$ cat src/rtl/asm_count_pkg.sv
package asm_count_pkg;
  localparam int STW = 2;
  typedef enum logic [STW-1:0] {
    ST_IDLE = 2'b00,
    ST_RUN  = 2'b01,
    ST_BAD  = 2'b10,
    ST_DONE = 2'b11
  } st_code_t;
endpackage

$ cat src/rtl/asm_state_reg.sv
module asm_state_reg (
  input  logic       clk,
  input  logic       rst,
  input  logic       in_idle,
  input  logic       in_run,
  input  logic       start,
  input  logic       hit,
  output logic [1:0] g
);
  logic d_hi, d_lo;

  // next-state D inputs: code 10 decodes to no state, so both are 0 there
  assign d_hi = in_run & hit;
  assign d_lo = (in_idle & start) | in_run;

  always_ff @(posedge clk) begin
    if (rst) g <= asm_count_pkg::ST_IDLE;
    else     g <= {d_hi, d_lo};
  end
endmodule

$ cat src/rtl/asm_state_dec.sv
module asm_state_dec #(
  parameter int SEL_W = 2,
  localparam int OUTS = 1 << SEL_W
) (
  input  logic [SEL_W-1:0] sel,
  output logic [OUTS-1:0]  dec
);
  for (genvar i = 0; i < OUTS; i++) begin : g_line
    assign dec[i] = (sel == SEL_W'(i));
  end
endmodule

$ cat src/rtl/asm_datapath.sv
module asm_datapath #(
  parameter int CNT_W  = 4,
  parameter int TAP_LO = 1,
  parameter int TAP_HI = 2
) (
  input  logic             clk,
  input  logic             rst,
  input  logic             in_idle,
  input  logic             in_run,
  input  logic             in_done,
  input  logic             start,
  output logic [CNT_W-1:0] cnt,
  output logic             e_flag,
  output logic             f_flag,
  output logic             hit
);
  assign hit = cnt[TAP_LO] & cnt[TAP_HI];

  always_ff @(posedge clk) begin
    if (rst) begin
      cnt    <= '0;
      e_flag <= 1'b0;
      f_flag <= 1'b0;
    end else begin
      if (in_idle && start) begin
        cnt    <= '0;
        f_flag <= 1'b0;
      end
      if (in_run) begin
        cnt    <= cnt + 1'b1;
        e_flag <= cnt[TAP_LO];
      end
      if (in_done) f_flag <= 1'b1;
    end
  end
endmodule

$ cat src/rtl/asm_count_ctl.sv
module asm_count_ctl #(
  parameter int CNT_W  = 4,
  parameter int TAP_LO = 1,
  parameter int TAP_HI = 2
) (
  input  logic             clk,
  input  logic             rst,
  input  logic             start,
  output logic [CNT_W-1:0] cnt_o,
  output logic             e_o,
  output logic             f_o,
  output logic             t0_o,
  output logic             t1_o,
  output logic             t2_o
);
  logic [1:0] g;
  logic [3:0] dec;
  logic       hit;
  logic       dec_unused;

  asm_state_reg u_sreg (
    .clk(clk), .rst(rst), .in_idle(dec[0]), .in_run(dec[1]),
    .start(start), .hit(hit), .g(g)
  );

  asm_state_dec #(.SEL_W(2)) u_dec (.sel(g), .dec(dec));

  asm_datapath #(.CNT_W(CNT_W), .TAP_LO(TAP_LO), .TAP_HI(TAP_HI)) u_dp (
    .clk(clk), .rst(rst), .in_idle(dec[0]), .in_run(dec[1]),
    .in_done(dec[3]), .start(start), .cnt(cnt_o), .e_flag(e_o),
    .f_flag(f_o), .hit(hit)
  );

  assign dec_unused = dec[2];
  assign t0_o = dec[0];
  assign t1_o = dec[1];
  assign t2_o = dec[3];
endmodule

$ cat config.mk
export PLATFORM = sky130hd
export DESIGN_NAME = asm_count_ctl
export DESIGN_NICKNAME = d
export VERILOG_FILES = /design/src/rtl/asm_count_pkg.sv /design/src/rtl/asm_state_reg.sv /design/src/rtl/asm_state_dec.sv /design/src/rtl/asm_datapath.sv /design/src/rtl/asm_count_ctl.sv
export SDC_FILE = /design/constraint.sdc
export NUM_CORES = 1
export LEC_CHECK = 0
export BUFFER_PORTS_ARGS = -buffer_cell sky130_fd_sc_hd__buf_2
export CORE_AREA = 2 2 39 41
export CTS_CLUSTER_DIAMETER = 40
export DETAILED_ROUTE_END_ITERATION = 6
export DIE_AREA = 0 0 41 43
export HOLD_SLACK_MARGIN = 0.03
export PLACE_DENSITY = 0.49
export SLEW_MARGIN = 15
export SYNTH_ARGS = -nofsm -noshare
export SYNTH_HDL_FRONTEND = slang
export SYNTH_SLANG_ARGS = --single-unit
$ cat constraint.sdc
create_clock -name clk -period 1.64 [get_ports clk]
set_input_delay 0.492 -clock clk [delete_from_list [all_inputs] [get_ports clk]]
set_output_delay 0.492 -clock clk [all_outputs]
set_load 0.005 [all_outputs]
==> results of run 1 <==
[state kept, by name, summed over array words and instances, names as in the netlist]
register and cells:
u_dp.e_flag 1, u_sreg.g 2, u_dp.cnt 4, u_dp.f_flag 1
[critical path, cell delays in order, from the launching register on]
cell     delay, ns
dfxtp_1       0.41
nor2b_1       0.22
buf_2         0.14
[cell type report]
cell class	count	area share [%]
sequential	8	38.1
timing repair buffer	12	14.9
multi-input combinational	25	36.9
tap	16	4.76
clock buffer	3	5.36
[path summary, 6_finish.rpt]
path / startpoint / to / slack (ns) / cells past startpoint
max: u_sreg.g[0]$_SDFF_PP0_ / t1_o / 0.13 / 2
min: start / u_dp.f_flag$_SDFFE_PP0P_ / 0.44 / 2
max reg2reg: u_sreg.g[0]$_SDFF_PP0_ / u_dp.cnt[3]$_SDFFE_PP0P_ / 0.43 / 3
min reg2reg: u_dp.e_flag$_SDFFE_PP0P_ / u_dp.e_flag$_SDFFE_PP0P_ / 0.49 / 2
[power groups by stage]
stage | Sequential [mW] | Combinational, mW | Clock [mW]
2_1_floorplan | 0.209 | 0.0175 | 0
3_5_place_dp | 0.209 | 0.0303 | 0
4_1_cts | 0.205 | 0.0304 | 0.162
6_report | 0.205 | 0.0300 | 0.151
5_1_grt | 0.206 | 0.0338 | 0.168
3_3_place_gp | 0.209 | 0.0304 | 0
[synth_stat cells]
cell      n  area share, %
dfxtp_1   8             49
nor2_1    7            8.1
nand3_1   3            4.6
a31oi_1   2            3.9
mux2i_1   2            6.2
nand2_1   2            2.3
a211oi_1  1            2.3
a22oi_1   1            2.3
and2_1    1            1.9
and4b_1   1            3.1
buf_1     1            1.2
buf_2     1            1.5
ha_1      1            3.9
nand3b_1  1            2.3
nor2b_1   1            1.9
o21bai_1  1            2.3
or3b_1    1            2.7
[per-layer routing]
layer	up-vias	track usage, %	routed length (microns)
li1	148	-	-
met1	127	12.2	300
met2	15	10.9	301
met3	2	4.71	58
met4	0	14.0	19
met5	-	0	0
[metrics by stage]
step	instance area [sq um]	power [mW]	utilization [%]	worst slack (ns)	hold WS, ns
6_report	420	0.386	30.4	0.125	0.438
4_1_cts	420	0.397	30.4	0.102	0.426
5_1_grt	420	0.409	30.4	0.0201	0.437
3_3_place_gp	398	0.240	28.8	0.370	0.474
2_1_floorplan	324	0.226	-	0.427	0.484
3_5_place_dp	398	0.240	28.8	0.365	0.476
[cell families (layout without fill, tap and decap cells)]
family | after synthesis | count (layout) | share of synthesized area [%]
AOI/OAI and AO/OA | 5 | 5 | 10.8
adders and majority gates | 1 | 1 | 3.86
buffers and inverters | 2 | 15 | 2.70
DFF | 8 | 8 | 49.4
muxes | 2 | 2 | 6.18
and+or+nand+nor | 17 | 17 | 27.0
==> key figures, run 1 <==
Job
  – Max Cap Viol: 0

Logic synthesis
  – Sequential fraction of the synthesis area: roughly half
  – Synth Warn #: 0
  – Syn Inst Count: 35
  – Avg Cell Area, Syn: between 9 and 10 sq um
  – Post-synth cell types: 17
  – Number of synthesized register bits: 8
  – Syn nets: 39
  – Mapped cell area: between 300 and 400 sq um

Die
  – # rows: 14
  – Num ports: 12
  – Starting density of the core: between 20% and 30%
  – Die area: 1760 sq um
  – Core area: between 1000 and 1500 sq um
  – Die width: 41 microns
  – Die Span Y: roughly 43 microns

Routing
  – Detailed router's first-iteration violation count: 6
  – Final wirelength: approximately 680 microns
  – Vias per Instance: roughly 4.6
  – Final ANT Viol Nets: 0
  – First-pass DRT Iterations: 4
  – Via count: a little under 300
  – WL per Instance: about 11 microns
  – Remaining DRCs: 0

Cells and area
  – Final Non-Filler Cells: 64
  – Nets: 54
  – Multi-input combinational cell area: around 160 sq um
  – Filler Cell Count: approximately 160
  – N_diodes: 0
  – Area Overhead vs Synth: 29.7%
  – Share of layout cells above drive strength 1: 31.3%
  – Register area: about 160 sq um
  – Commonest cells after routing, fill and taps aside: buf_2, dfxtp_1, nor2_1, nand3_1, clkbuf_4
  – Most common cell after layout, fill and taps aside: buf_2

Timing
  – Slew Limit Fails: 0
  – Worst relative slew slack: between 70% and 80%
  – Fin crit period: 1.51 ns
  – Worst-Margin Slew: 0.408 ns
  – RSZ-0062 raised after global routing: no
  – Clock skew: roughly 0.0065 ns
  – Final hold violation count: 0
  – Tcrit/Tclk final: 92.4%
  – # setup viols final: 0
  – TNS Setup: 0 ns
  – Fmax: roughly 0.66 GHz

CTS
  – CTS max path bufs: 2
  – Post-cts resize count: 0
  – Clk Tree Root Cell: clkbuf_4
  – Hold buffers post-CTS: 0
  – Setup bufs post-CTS: 0
  – Clk sinks: 8
  – Clk pin slew, worst setup/hold paths: about 0.050 ns
  – CTS buffer count: 3
  – H-tree levels: 1
  – CTS tree: yes
  – Worst skew pair latency: between 0.2 and 0.3 ns

Global routing
  – First-pass GRT wire length: roughly 1100 microns
  – GRT overflow: 0
  – Vias in the first global route: between 200 and 300
  – Tot GR Track Use: between 10% and 20%
  – Largest net degree at the start of global routing: 9
  – Initial antenna violation count: 0

Place
  – GPL Wtd Cong: roughly 0.64
  – # placed instances: 61
  – Input/output buffers: 11
  – Dpl hpwl: just under 500 microns

Pwr
  – Switching share of total power: 23.0%
  – P_sw: between 0.08 and 0.09 mW
  – Worst vdd ir: 0.225 mV
  – P_int: approximately 0.3 mW
  – Pwr/cell area: 919 nW/um^2
  – Comb pwr share: under 10%
  – Clock share of power: between 30% and 40%
  – Leakage: ~0.19 nW
  – Sequential share of power: a little over half

Setup path
  – Worst setup SP type: flop
  – Worst EP required: between 1 and 1.5 ns
  – WS Path Type: reg -> out
  – Worst-path maximum fanout: 7
  – Arrival time at the worst endpoint: 1.02 ns
  – CP Capture Type: output pin

Status
  – Outcome: completed

Worst hold path
  – Min-delay worst type: in -> reg
No activity file was read; power rests on OpenSTA's default activity.
==> inputs of run 2 (changes only) <==
--- a/config.mk
+++ b/config.mk
@@ -12,6 +12,7 @@
 export DIE_AREA = 0 0 41 43
 export HOLD_SLACK_MARGIN = 0.03
 export PLACE_DENSITY = 0.49
+export RECOVER_POWER = 25
 export SLEW_MARGIN = 15
 export SYNTH_ARGS = -nofsm -noshare
 export SYNTH_HDL_FRONTEND = slang
==> key figures, run 2 (synthesis gave the netlist of run 1 again) <==
Timing
  – Tcrit/Tclk final: 92.1% (-0.23 points)
  – RSZ-0062 raised after global routing: no
  – Fmax: 0.662 GHz (+0.25%)
  – Slew Limit Fails: 0 (unchanged)
  – Fin crit period: 1.51 ns (-0.00376 ns)
  – Final hold violation count: 0 (unchanged)
  – TNS Setup: 0 ns (unchanged)
  – Clock skew: 0.00647 ns (-0.0000530 ns)
  – # setup viols final: 0 (unchanged)
  – Worst-Margin Slew: 0.408 ns (-0.000135 ns)
  – Worst relative slew slack: 72.8% (about the same)

Setup path
  – R2R Setup Slk: 0.43 ns (about the same)
  – Worst path cell trace: nor2b_1 -> buf_2
  – Worst reg2reg endpoint: u_dp.cnt[3]$_SDFFE_PP0P_
  – Crit path max-delay family: flip-flops
  – CP Capture Type: output pin
  – Crit. path cell count: 2 (unchanged)
  – R2R depth: 3 (unchanged)
  – Max incr delay on CP: 0.42 ns (about the same)
  – Worst EP required: 1.15 ns (about the same)
  – WS Path Type: reg -> out
  – CP bufs+invs: 1 (unchanged)
  – RR Startpoint: u_sreg.g[0]$_SDFF_PP0_
  – Worst-path maximum fanout: 7 (unchanged)
  – Critical-path top delay cell: dfxtp_1
  – Worst setup SP type: flop
  – Arrival time at the worst endpoint: 1.02 ns (about the same)

CTS
  – Hold buffers post-CTS: 0 (unchanged)
  – CTS max path bufs: 2 (unchanged)
  – H-tree levels: 1 (unchanged)
  – Clk sinks: 8 (unchanged)
  – CTS buffer count: 3 (unchanged)
  – Clk Tree Root Cell: clkbuf_4
  – Clk pin slew, worst setup/hold paths: 0.05 ns (about the same)
  – Setup bufs post-CTS: 0 (unchanged)
  – Post-cts resize count: 0 (unchanged)
  – CTS tree: yes
  – Worst skew pair latency: 0.25 ns (about the same)

Cells and area
  – Area Overhead vs Synth: 28.6%
  – Nets: 54 (unchanged)
  – Commonest cells after routing, fill and taps aside: buf_2, dfxtp_1, nor2_1, nand3_1, clkbuf_4
  – Filler Cell Count: 155 (-0.64%)
  – Max reg flops: 4 (unchanged)
  – Register name with the most flops: u_dp.cnt
  – Share of layout cells above drive strength 1: 29.2% (-2.1 points)
  – Final Non-Filler Cells: 64 (unchanged)
  – Largest registers: u_dp.cnt x4, u_sreg.g x2
  – N_diodes: 0 (unchanged)
  – Most common cell after layout, fill and taps aside: buf_2

Place
  – GPL Wtd Cong: 0.638 (unchanged)
  – Input/output buffers: 11 (unchanged)
  – # placed instances: 61 (unchanged)
  – Dpl hpwl: 490 microns (unchanged)

Die
  – Die width: 41 microns (unchanged)
  – Core area: 1380 sq um (unchanged)
  – # rows: 14 (unchanged)
  – Starting density of the core: 23.4% (unchanged)
  – Die Span Y: 43 microns (unchanged)
  – Die area: 1760 sq um (unchanged)
  – Num ports: 12 (unchanged)

Routing
  – First-pass DRT Iterations: 5 (+1)
  – Final wirelength: 682 microns (+0.44%)
  – Via count: 283 (-3.1%)
  – Vias per Instance: 4.42 (-3.1%)
  – Detailed router's first-iteration violation count: 6 (unchanged)
  – WL per Instance: 10.7 microns (+0.44%)
  – Remaining DRCs: 0 (unchanged)
  – Final ANT Viol Nets: 0 (unchanged)

Global routing
  – Initial antenna violation count: 0 (unchanged)
  – Largest net degree at the start of global routing: 9 (unchanged)
  – GRT overflow: 0 (unchanged)
  – Tot GR Track Use: 10.3% (unchanged)
  – First-pass GRT wire length: 1070 microns (unchanged)
  – Vias in the first global route: 259 (unchanged)

Worst hold path
  – Worst hold stages: 2 (unchanged)
  – WHS Endpoint: u_dp.f_flag$_SDFFE_PP0P_
  – Min-delay worst type: in -> reg
  – Hold_sp: start

Job
  – Max Cap Viol: 0 (unchanged)

Pwr
  – Leakage: 0.182 nW (-2.6%)
  – Pwr/cell area: 923 nW/um^2 (+0.46%)
  – Total Power: 0.385 mW (-0.44%)
  – Worst vdd ir: 0.225 mV (-0.11%)

Status
  – Outcome: completed
-- run 2: cell types whose count changed in the layout (fill, tap and decap cells not counted), sizes merged --
cell | before | now
clkbuf | 3 | 4
buf | 12 | 11
-- run 2: worst max path at each step --
stage	from	to	slack, ns
after floorplan	u_sreg.g[0]$_SDFF_PP0_	u_dp.cnt[3]$_SDFFE_PP0P_	0.43
after global placement	start	u_dp.cnt[2]$_SDFFE_PP0P_	0.37
after detailed placement	start	u_dp.cnt[2]$_SDFFE_PP0P_	0.36
after CTS	u_sreg.g[0]$_SDFF_PP0_	t1_o	0.10
after global routing	u_sreg.g[0]$_SDFF_PP0_	t1_o	0.02
final	u_sreg.g[0]$_SDFF_PP0_	t1_o	0.13
-- run 2: report_power, final --
group          switching (mW)  internal, mW  leakage [nW]  total [mW]
sequential            0.00617         0.199        0.0650       0.205
clock                  0.0671        0.0838        0.0138       0.151
combinational          0.0152        0.0132         0.103      0.0285
total                  0.0885         0.296         0.182       0.385
-- run 2: stage by stage --
stage | hold WS [ns] | cell area [sq um] | setup WS, ns | util [%]
final | 0.439 | 417 | 0.129 | 30.1
after global routing | 0.437 | 417 | 0.0224 | 30.1
after CTS | 0.426 | 420 | 0.102 | 30.4
after detailed placement | 0.476 | 398 | 0.365 | 28.8
after global placement | 0.474 | 398 | 0.370 | 28.8
after floorplan | 0.484 | 324 | 0.427 | -
-- run 2: area by class of cell --
cell class              instances  area, sq um  share of cell area, %
clock buffers                   3         22.5                   5.41
multi-input cells              25          155                   37.2
flip-flops and latches          8          160                   38.4
well taps                      16         20.0                   4.80
repair buffers                 12         58.8                   14.1
-- run 2: layer usage --
metal	vias to the layer above	track usage, %	wire (microns)
met4	0	14.0	19
li1	149	-	-
met1	123	12.2	326
met5	-	0	0
met3	2	4.71	42
met2	9	10.9	293
==> inputs of run 3 (changes only) <==
--- a/config.mk
+++ b/config.mk
@@ -7,6 +7,7 @@
 export LEC_CHECK = 0
 export BUFFER_PORTS_ARGS = -buffer_cell sky130_fd_sc_hd__buf_2
 export CORE_AREA = 2 2 39 41
+export CTS_BUF_LIST = sky130_fd_sc_hd__clkbuf_4 sky130_fd_sc_hd__clkbuf_8
 export CTS_CLUSTER_DIAMETER = 40
 export DETAILED_ROUTE_END_ITERATION = 6
 export DIE_AREA = 0 0 41 43
==> constraint.sdc (replaced) <==
create_clock -name clk -period 1.8 [get_ports clk]
set_input_delay 0.54 -clock clk [delete_from_list [all_inputs] [get_ports clk]]
set_output_delay 0.54 -clock clk [all_outputs]
set_load 0.005 [all_outputs]
==> key figures, run 3 (synthesis gave the netlist of run 1 again) <==
Status
  – Outcome: completed

Setup path
  – Worst path cell trace: nor2b_1 -> buf_2
  – Crit path max-delay family: flip-flops
  – Arrival time at the worst endpoint: 1.00 ns (-0.02 ns)
  – R2R Setup Slk: 0.38 ns (-0.05 ns)
  – CP startpoint: u_sreg.g[0]$_SDFF_PP0_
  – Worst setup SP type: flop
  – R2R depth: 4 (+1)
  – Max incr delay on CP: 0.43 ns (about the same)
  – Worst reg2reg endpoint: u_dp.cnt[3]$_SDFFE_PP0P_
  – WS Path Type: reg -> out
  – Critical Path End: t1_o
  – CP Capture Type: output pin
  – CP bufs+invs: 1 (unchanged)
  – Worst EP required: 1.26 ns (+0.11 ns)
  – Crit. path cell count: 2 (unchanged)
  – Worst-path maximum fanout: 7 (unchanged)
  – RR Startpoint: u_sreg.g[0]$_SDFF_PP0_
  – Critical-path top delay cell: dfxtp_1

Timing
  – RSZ-0062 raised after global routing: no
  – Fmax: 0.650 GHz
  – TNS Setup: 0 ns (unchanged)
  – Fin crit period: roughly 1.5 ns
  – Clock skew: 0.00558 ns (-0.000895 ns)
  – Slew Limit Fails: 0 (unchanged)
  – Tcrit/Tclk final: around 85%
  – # setup viols final: 0 (unchanged)
  – Worst-Margin Slew: 0.385 ns (-0.0226 ns)
  – Worst relative slew slack: 74.3% (+1.5 points)
  – Final hold violation count: 0 (unchanged)

Cells and area
  – Largest registers: u_dp.cnt x4, u_sreg.g x2
  – Multi-input combinational cell area: 155 sq um (unchanged)
  – Filler Cell Count: 160 (+3.2%)
  – Commonest cells after routing, fill and taps aside: buf_2, dfxtp_1, nor2_1, nand3_1, clkbuf_4
  – Nets: 54 (unchanged)
  – Area Overhead vs Synth: 28.6% (unchanged)
  – Register area: 160 sq um (unchanged)
  – Most common cell after layout, fill and taps aside: buf_2
  – N_diodes: 0 (unchanged)
  – Final Cell Area: 417 sq um (unchanged)
  – Register name with the most flops: u_dp.cnt
  – Max reg flops: 4 (unchanged)
  – Share of layout cells above drive strength 1: 29.2% (unchanged)

Global routing
  – GRT overflow: 0 (unchanged)
  – Largest net degree at the start of global routing: 9 (unchanged)
  – Initial antenna violation count: 0 (unchanged)
  – Tot GR Track Use: 9.35% (-0.99 points)
  – First-pass GRT wire length: 1010 microns (-5.1%)
  – Vias in the first global route: 253 (-2.3%)

CTS
  – Clk Tree Root Cell: clkbuf_4
  – Worst skew pair latency: 0.25 ns (about the same)
  – CTS max path bufs: 2 (unchanged)
  – Hold buffers post-CTS: 0 (unchanged)
  – Clk pin slew, worst setup/hold paths: 0.06 ns (about the same)
  – Post-cts resize count: 0 (unchanged)
  – CTS tree: yes
  – H-tree levels: 1 (unchanged)
  – CTS buffer count: 3 (unchanged)
  – Clk sinks: 8 (unchanged)
  – Setup bufs post-CTS: 0 (unchanged)

Pwr
  – Switching share of total power: 22.4% (-0.56 points)
  – P_int: 0.270 mW (-9.0%)
  – Pwr/cell area: 834 nW/um^2 (-9.6%)
  – P_sw: 0.0780 mW (-12%)
  – Worst vdd ir: 0.274 mV (+22%)
  – Leakage: 0.182 nW (unchanged)
  – Comb pwr share: 7.4% (about the same)
  – Sequential share of power: 53.8% (+0.4 points)
  – Clock share of power: 38.8% (-0.4 points)

Routing
  – Via count: 286 (+1.1%)
  – Remaining DRCs: 0 (unchanged)
  – Final ANT Viol Nets: 0 (unchanged)
  – Final wirelength: 646 microns (-5.3%)
  – First-pass DRT Iterations: 3 (-2)
  – Vias per Instance: 4.47 (+1.1%)
  – WL per Instance: 10.1 microns (-5.3%)
  – Detailed router's first-iteration violation count: 3 (-3)

Die
  – Die Span Y: 43 microns (unchanged)
  – Starting density of the core: 23.4% (unchanged)
  – Die area: 1760 sq um (unchanged)
  – Num ports: 12 (unchanged)
  – Core area: 1380 sq um (unchanged)
  – # rows: 14 (unchanged)
  – Die width: 41 microns (unchanged)

Job
  – Max Cap Viol: 0 (unchanged)

Worst hold path
  – Min-delay worst type: in -> reg

Place
  – Input/output buffers: 11 (unchanged)
  – GPL Wtd Cong: 0.689 (+8.0%)
  – DP Area: 398 sq um (unchanged)
run 3: cell type report:
class / count / share of cell area (%)
clock buffers: 3 / 5.41
repair buffers: 12 / 14.1
flip-flops and latches: 8 / 38.4
well taps: 16 / 4.80
multi-input cells: 25 / 37.2
run 3: metal layers:
metal,routed length (microns),global-route usage [%],vias to the layer above
li1,-,-,150
met1,300,11.3,125
met2,288,10.6,9
met3,40,4.71,2
met4,17,10.0,0
met5,0,0,-
run 3: worst min-delay path by stage:
stage                                  start                  endpoint  slack [ns]  cells after the start
floorplan           u_dp.cnt[3]$_SDFFE_PP0P_  u_dp.cnt[3]$_SDFFE_PP0P_        0.48                      2
global placement    u_dp.e_flag$_SDFFE_PP0P_  u_dp.e_flag$_SDFFE_PP0P_        0.47                      2
detailed placement  u_dp.e_flag$_SDFFE_PP0P_  u_dp.e_flag$_SDFFE_PP0P_        0.48                      2
CTS                                    start  u_dp.f_flag$_SDFFE_PP0P_        0.47                      2
global route                           start  u_dp.f_flag$_SDFFE_PP0P_        0.49                      2
finish                                 start  u_dp.f_flag$_SDFFE_PP0P_        0.48                      2
run 3: power by group through the flow:
stage                     Combinational, mW  Sequential, mW  Clock (mW)
after floorplan                      0.0159           0.190           0
after global placement               0.0276           0.191           0
after detailed placement             0.0274           0.191           0
after CTS                            0.0274           0.187       0.145
after global routing                 0.0288           0.188       0.152
final                                0.0256           0.187       0.135
run 3: stage by stage:
stage | util [%] | power [mW] | worst slack, ns | hold slack, ns | cells
CTS | 30.4 | 0.359 | 0.241 | 0.470 | 64
global placement | 28.8 | 0.218 | 0.482 | 0.475 | 61
global route | 30.1 | 0.369 | 0.156 | 0.486 | 64
finish | 30.1 | 0.348 | 0.263 | 0.481 | 64
detailed placement | 28.8 | 0.218 | 0.471 | 0.479 | 61
floorplan | - | 0.206 | 0.587 | 0.484 | 35
